`src/rtl/duart_pkg.sv`:
```
package duart_pkg;

  localparam int unsigned DATA_W     = 8;
  localparam int unsigned OFS_W      = 3;
  localparam logic [2:0]  LCR_OFS    = 3'd3;
  localparam logic [2:0]  SPECIAL_OFS = 3'd7;
  localparam int unsigned DLAB_BIT   = 7;

  typedef enum logic [1:0] {
    SRC_NONE    = 2'd0,
    SRC_SCRATCH = 2'd1,
    SRC_STATUS  = 2'd2,
    SRC_OPTION  = 2'd3
  } rd_src_e;

  typedef enum logic [1:0] {
    CK_X1 = 2'd0,
    CK_X2 = 2'd1,
    CK_X4 = 2'd2
  } clk_sel_e;

  // multiplier field codes (bit 1, bit 0)
  localparam logic [1:0] RR_X1 = 2'b00;
  localparam logic [1:0] RR_X2 = 2'b10;
  localparam logic [1:0] RR_X4 = 2'b01;

  typedef struct packed {
    logic    lcrWr;
    logic    spWr;
    logic    optWr;
    rd_src_e rdSrc;
  } strb_t;

  function automatic int unsigned portBits(int unsigned n);
    return (n > 1) ? $clog2(n) : 1;
  endfunction

endpackage

```
`src/rtl/duart_ctrl.sv`:
```
module duart_ctrl
  import duart_pkg::*;
#(
  parameter int unsigned NUM_PORTS = 2,
  localparam int unsigned PORT_W = portBits(NUM_PORTS),
  localparam int unsigned ADDR_W = PORT_W + OFS_W
) (
  input  logic              busSel,
  input  logic              busWr,
  input  logic [ADDR_W-1:0] busAddr,
  input  logic              strapScratch,
  input  logic              dlabSel,
  output strb_t             strb,
  output logic [PORT_W-1:0] portIdx
);

  logic [OFS_W-1:0] offset;
  logic             portOk;
  logic             acc;

  always_comb begin
    offset  = busAddr[OFS_W-1:0];
    portIdx = busAddr[ADDR_W-1:OFS_W];
    portOk  = (int'(portIdx) < int'(NUM_PORTS));
    acc     = busSel && portOk;

    strb       = '0;
    strb.rdSrc = SRC_NONE;
    if (acc && busWr && offset == LCR_OFS) strb.lcrWr = 1'b1;
    if (acc && offset == SPECIAL_OFS) begin
      if (strapScratch) begin
        strb.rdSrc = SRC_SCRATCH;
        strb.spWr  = busWr;
      end else if (dlabSel) begin
        strb.rdSrc = SRC_OPTION;
        strb.optWr = busWr;
      end else begin
        strb.rdSrc = SRC_STATUS;
      end
    end
  end

endmodule

```
`src/rtl/duart_dp.sv`:
```
module duart_dp
  import duart_pkg::*;
#(
  parameter int unsigned NUM_PORTS = 2,
  localparam int unsigned PORT_W = portBits(NUM_PORTS)
) (
  input  logic                 clk,
  input  logic                 rstN,
  input  strb_t                strb,
  input  logic [PORT_W-1:0]    portIdx,
  input  logic [DATA_W-1:0]    busWdata,
  input  logic [NUM_PORTS-1:0] uartIrq,
  input  logic                 strapX2,
  input  logic                 strapX4,
  output logic [DATA_W-1:0]    rdData,
  output logic                 irqOut,
  output logic [1:0]           clkSel,
  output logic                 dlabSel
);

  localparam logic [DATA_W-1:0] STAT_MASK = DATA_W'((1 << NUM_PORTS) - 1);

  logic                 dlabQ;
  logic [1:0]           idQ;
  logic [1:0]           rrQ;
  logic [1:0]           effRr;
  logic                 strapOn;
  logic [DATA_W-1:0]    spQ [NUM_PORTS];
  logic [NUM_PORTS-1:0] spWe;
  logic [DATA_W-1:0]    statVec;
  logic [DATA_W-1:0]    optVec;

  // selector latched from any port's line control write
  always_ff @(posedge clk) begin
    if (!rstN)           dlabQ <= 1'b0;
    else if (strb.lcrWr) dlabQ <= busWdata[DLAB_BIT];
  end
  assign dlabSel = dlabQ;

  // per-port scratch bytes
  for (genvar p = 0; p < NUM_PORTS; p++) begin : g_sp
    assign spWe[p] = strb.spWr && (int'(portIdx) == p);
    always_ff @(posedge clk) begin
      if (!rstN)        spQ[p] <= '0;
      else if (spWe[p]) spQ[p] <= busWdata;
    end
  end

  // options register storage
  assign strapOn = strapX2 | strapX4;
  always_ff @(posedge clk) begin
    if (!rstN) begin
      idQ <= 2'b00;
      rrQ <= RR_X1;
    end else if (strb.optWr) begin
      idQ <= busWdata[7:6];
      if (!strapOn) rrQ <= busWdata[1:0];
    end
  end

  always_comb begin
    if (strapX4)      effRr = RR_X4;
    else if (strapX2) effRr = RR_X2;
    else              effRr = rrQ;
    case (effRr)
      RR_X2:   clkSel = CK_X2;
      RR_X4:   clkSel = CK_X4;
      default: clkSel = CK_X1;
    endcase
  end

  always_comb begin
    statVec = '0;
    for (int i = 0; i < NUM_PORTS; i++) statVec[i] = uartIrq[i];
    optVec = {idQ[1] & idQ[0], idQ[1] ^ idQ[0], 4'b0000, effRr};
    case (strb.rdSrc)
      SRC_SCRATCH: rdData = spQ[portIdx];
      SRC_STATUS:  rdData = statVec;
      SRC_OPTION:  rdData = optVec;
      default:     rdData = '0;
    endcase
  end

  assign irqOut = |uartIrq;

  // at most one scratch byte takes a write in a cycle
  a_r1_single_scratch: assert property (@(posedge clk) disable iff (!rstN)
    $onehot0(spWe));

  // the selector follows bit 7 of the last line control write
  a_r2_dlab_follows: assert property (@(posedge clk) disable iff (!rstN)
    strb.lcrWr |=> (dlabSel == $past(busWdata[DLAB_BIT])));

  // the summary never shows bits above the port count
  a_r3_status_upper: assert property (@(posedge clk) disable iff (!rstN)
    (strb.rdSrc == SRC_STATUS) |-> ((rdData & ~STAT_MASK) == '0));

  // reserved bits of the options register read 0
  a_r5_opt_reserved: assert property (@(posedge clk) disable iff (!rstN)
    (strb.rdSrc == SRC_OPTION) |-> (rdData[5:2] == 4'b0000));

  // the x4 strap wins over everything
  a_r8_x4_priority: assert property (@(posedge clk) disable iff (!rstN)
    strapX4 |-> (clkSel == CK_X4));

  // scratch mode leaves the identification field untouched
  a_r10_id_frozen: assert property (@(posedge clk) disable iff (!rstN)
    (strb.rdSrc == SRC_SCRATCH) |=> $stable(idQ));

endmodule

```
`src/rtl/duart_aux_regs.sv`:
```
module duart_aux_regs
  import duart_pkg::*;
#(
  parameter int unsigned NUM_PORTS = 2,
  localparam int unsigned PORT_W = portBits(NUM_PORTS),
  localparam int unsigned ADDR_W = PORT_W + OFS_W
) (
  input  logic                 clk,
  input  logic                 rstN,
  input  logic                 busSel,
  input  logic                 busWr,
  input  logic [ADDR_W-1:0]    busAddr,
  input  logic [DATA_W-1:0]    busWdata,
  output logic [DATA_W-1:0]    busRdata,
  output logic                 busHit,
  input  logic [NUM_PORTS-1:0] uartIrq,
  input  logic                 strapScratch,
  input  logic                 strapX2,
  input  logic                 strapX4,
  output logic                 irqOut,
  output logic [1:0]           clkSel
);

  strb_t             strb;
  logic [PORT_W-1:0] portIdx;
  logic              dlabSel;

  duart_ctrl #(.NUM_PORTS(NUM_PORTS)) u_ctrl (
    .busSel      (busSel),
    .busWr       (busWr),
    .busAddr     (busAddr),
    .strapScratch(strapScratch),
    .dlabSel     (dlabSel),
    .strb        (strb),
    .portIdx     (portIdx)
  );

  duart_dp #(.NUM_PORTS(NUM_PORTS)) u_dp (
    .clk     (clk),
    .rstN    (rstN),
    .strb    (strb),
    .portIdx (portIdx),
    .busWdata(busWdata),
    .uartIrq (uartIrq),
    .strapX2 (strapX2),
    .strapX4 (strapX4),
    .rdData  (busRdata),
    .irqOut  (irqOut),
    .clkSel  (clkSel),
    .dlabSel (dlabSel)
  );

  assign busHit = (strb.rdSrc != SRC_NONE);

  // the shared line is high whenever a request is pending
  a_r4_irq_level: assert property (@(posedge clk) disable iff (!rstN)
    (uartIrq != '0) |-> irqOut);

endmodule

```
`config.mk`:
```
export PLATFORM = sky130hd
export DESIGN_NAME = duart_aux_regs
export DESIGN_NICKNAME = d
export VERILOG_FILES = /design/src/rtl/duart_pkg.sv /design/src/rtl/duart_ctrl.sv /design/src/rtl/duart_dp.sv /design/src/rtl/duart_aux_regs.sv
export SDC_FILE = /design/constraint.sdc
export NUM_CORES = 1
export LEC_CHECK = 0
export CORE_ASPECT_RATIO = 0.6
export CORE_MARGIN = 2
export CORE_UTILIZATION = 25
export CTS_BUF_LIST = sky130_fd_sc_hd__clkbuf_4
export DETAILED_ROUTE_END_ITERATION = 6
export PLACE_DENSITY = 0.43
export SETUP_SLACK_MARGIN = 0.3
export SLEW_MARGIN = 20
export SYNTH_ARGS = -nofsm -noshare
export SYNTH_HDL_FRONTEND = slang
export SYNTH_SLANG_ARGS = --single-unit
```
`constraint.sdc`:
```
create_clock -name clk -period 2.7 [get_ports clk]
set_clock_uncertainty 0.1 [all_clocks]
set_input_delay 0.54 -clock clk [delete_from_list [all_inputs] [get_ports clk]]
set_output_delay 0.54 -clock clk [all_outputs]
set_load 0.01 [all_outputs]
```
==> results.md <==
- Worst Path Required: 2.06 ns
- Drt total wl: 2.872 mm
- Worst R2R Start: u_dp.dlabSel$_SDFFE_PN0P_
- Max Clk Rate: 423.9 MHz
- Slew margin rel.: roughly 70%
- Hold WC Path Type: register to register
- Max Cap Viol: 0
- Status: completed
- Final ANT Viol Nets: 0
- Most frequent cell after synthesis: edfxtp_1
- Hpwl dp: 2.334 mm
- Top cells by area, synth: edfxtp_1 (42%), dfxtp_1 (8.6%), and2_1 (6.5%)
- Ratio of final minimum period to clock period: a little under 90%
- Port bufs: 32
- Die ar.: 5208 um^2
- Synthesized instance count: 107
- Post-synth cell types: 32
- Die H: approximately 57 um
- Slew @ Worst Pin: around 0.46 ns
- PnR worst setup slack: 0.3407 ns
- P_leak: 0.7036 nW
- Reg-to-reg endpoint: u_dp.rrQ[0]$_SDFFE_PN0P_
- DP Cell Count: between 200 and 250
- GR met3 Demand/Resource: ~3.5%
- Met1 Resource Use GR: 18.09%
- Ys Warns: 0
- Dpl ws: -0.1665 ns
- TritonCTS clock tree: built
- All-Layer GR Usage: 11.88%
- Nets: 180
- Top-area cell type share of the netlist area: 41.51%
- Root buffer cell: clkbuf_4
- Mean post-synth cell area: 10.82 um^2
- PwrDens: ~370 nW/um^2
- Core area: 4517 um^2
- CP Class: input pin to output port
- Io pins: 33
- Die width: 91.84 um
- Number of synthesized flops with an enable pin: 16
- CTS H-tree depth: 1
- Max Slew Vio Count: 0
- Maximum vdd drop: 123.5 uV
- Mapped Nets: 129
- Synth top cells by count: edfxtp_1 (16), and2_1 (12), nor2_1 (9)
- Pin count of the biggest net entering global routing: 12
- Initial core utilization: around 26%
- Nature of the critical path endpoint: output port
- N_diodes: 0
- CTS clk-pin slew, worst paths: 0.11 ns
- WP data arrival: around 1.7 ns
- Worst-Skew Late Latency: 0.29 ns
- Gr busiest metal: met1
- Via count: 947
- FF-to-FF setup slack: 1.39 ns
- Met2 Use GR: around 16%
- Min Tclk post-route: 2.359 ns
- Worst-case clock buffer depth: 2
- CTS sink cnt: 21
- Share of flip-flops with an asynchronous set or reset: 0%
- Hold path cells: 2
- R2R depth: 3
- Hold-fix buffers, CTS: 0
- Mapped Area: roughly 1200 um^2
- GRT overflow: 0
- Share of layout cells above drive strength 1: 26.75%
- Inserted Clock Buffers: 3
- Drt first pass iters: 4
- Vias per cell: 4.305
- CP startpoint kind: input pin
- Postcts setup bufs: 0
- Primary FF master, synth: edfxtp_1
- Number of remaining DRC errors: 0
- RSZ-0062 raised after global routing: no
- Cell taking the most area after synthesis: edfxtp_1
- Routed wire per std cell: approximately 13 um
- Routability cong.: 0.8286
- Final total power: about 620 uW
- Syn-to-layout area delta: 45.62%
- Initial antenna violation count: 0
- Num rows: 19
- Largest fanout on the critical path: 2
- First-pass GRT wire length: 4.692 mm
- Final Hold Viols: 0
- Final setup vio count: 0
- HP Start: u_dp.idQ[0]$_SDFFE_PN0P_
- Seq/Total Area, Yosys: approximately half
- Hold EP: u_dp.idQ[0]$_SDFFE_PN0P_
- Vias in the first global route: 910
- Initial DRC count: 40
- Fill cells: 470
- Synth Register Bits: 21
- Final Non-Filler Cells: 220
- Layout Utilization: 37.31%
## repair_timing
item | CTS | global route
pin swaps | 0 | 1
gates cloned | 0 | 0
setup endpoints to repair | 11 | 9
gates resized for setup | 25 | 13
## cell type report
type,instances,area (um^2),area share [%]
clock buffers,4,30.03,1.782
inverters,6,22.52,1.336
multi-input cells,76,540.5,32.07
flip-flops and latches,21,580.6,34.45
well taps,63,78.83,4.677
repair buffers,50,432.9,25.69
## per-layer routing
layer | vias up | part of all wire, %
li1 | 486 | -
met1 | 442 | 55
met2 | 17 | 40
met3 | 2 | 3.7
met4 | 0 | 0.94
met5 | - | 0
## sequential cells by signal, indices dropped and copies added, names as in the netlist
register      cells
u_dp.rrQ          2
u_dp.spQ         16
u_dp.idQ          2
u_dp.dlabSel      1
## layout by cell type (no fill, tap or decap), types with 3 or more instances in the layout
master	count
nand2_1	7
mux2i_1	7
buf_4	18
mux2_2	3
nand3_1	3
dfxtp_1	5
and2_1	12
clkbuf_2	6
clkdlybuf4s50_1	15
edfxtp_1	16
inv_1	5
clkbuf_4	4
nor2_1	8
dlygate4sd2_1	4
dlymetal6s2s_1	4
a21oi_1	5
o21ai_0	3
and4_1	4
## critical path: stages
cell	delay [ns]
clkdlybuf4s50_1	0.42
or2_2	0.29
clkdlybuf4s50_1	0.47
## worst max-delay path by stage
stage	from	to	slack (ns)	cells after the start
final	uartIrq[1]	irqOut	0.34	3
after global routing	uartIrq[1]	irqOut	0.31	3
after CTS	busAddr[1]	busRdata[4]	0.31	6
after detailed placement	busAddr[3]	busRdata[7]	-0.17	5
after global placement	busAddr[3]	busRdata[7]	-0.15	5
after floorplan	busAddr[3]	u_dp.spQ[0][0]$_SDFFCE_PN0P_	0.58	3
## through the flow
step / hold WS, ns / instance area (um^2) / setup TNS (ns)
4_1_cts: 0.3930 / 1702 / 0
3_5_place_dp: 0.3739 / 1670 / -1.082
2_1_floorplan: 0.3432 / 1157 / 0
5_1_grt: 0.4201 / 1685 / 0
6_report: 0.3909 / 1685 / 0
3_3_place_gp: 0.3618 / 1670 / -0.9474
## report_power, final
group	internal [mW]	total (mW)	switching, mW
registers	0.359	0.363	0.00357
clock network	0.0675	0.156	0.0880
logic	0.0567	0.103	0.0461
total	0.483	0.621	0.138
## logic make-up after synthesis
| group | share of synthesized area [%] |
|---|---|
| simple gates | 27.78 |
| flops | 50.16 |
| compound gates | 8.215 |
| buf+inv | 3.784 |
| mux | 8.973 |
| fa+ha+maj | 1.081 |
Power figures use the tool's default switching activity.
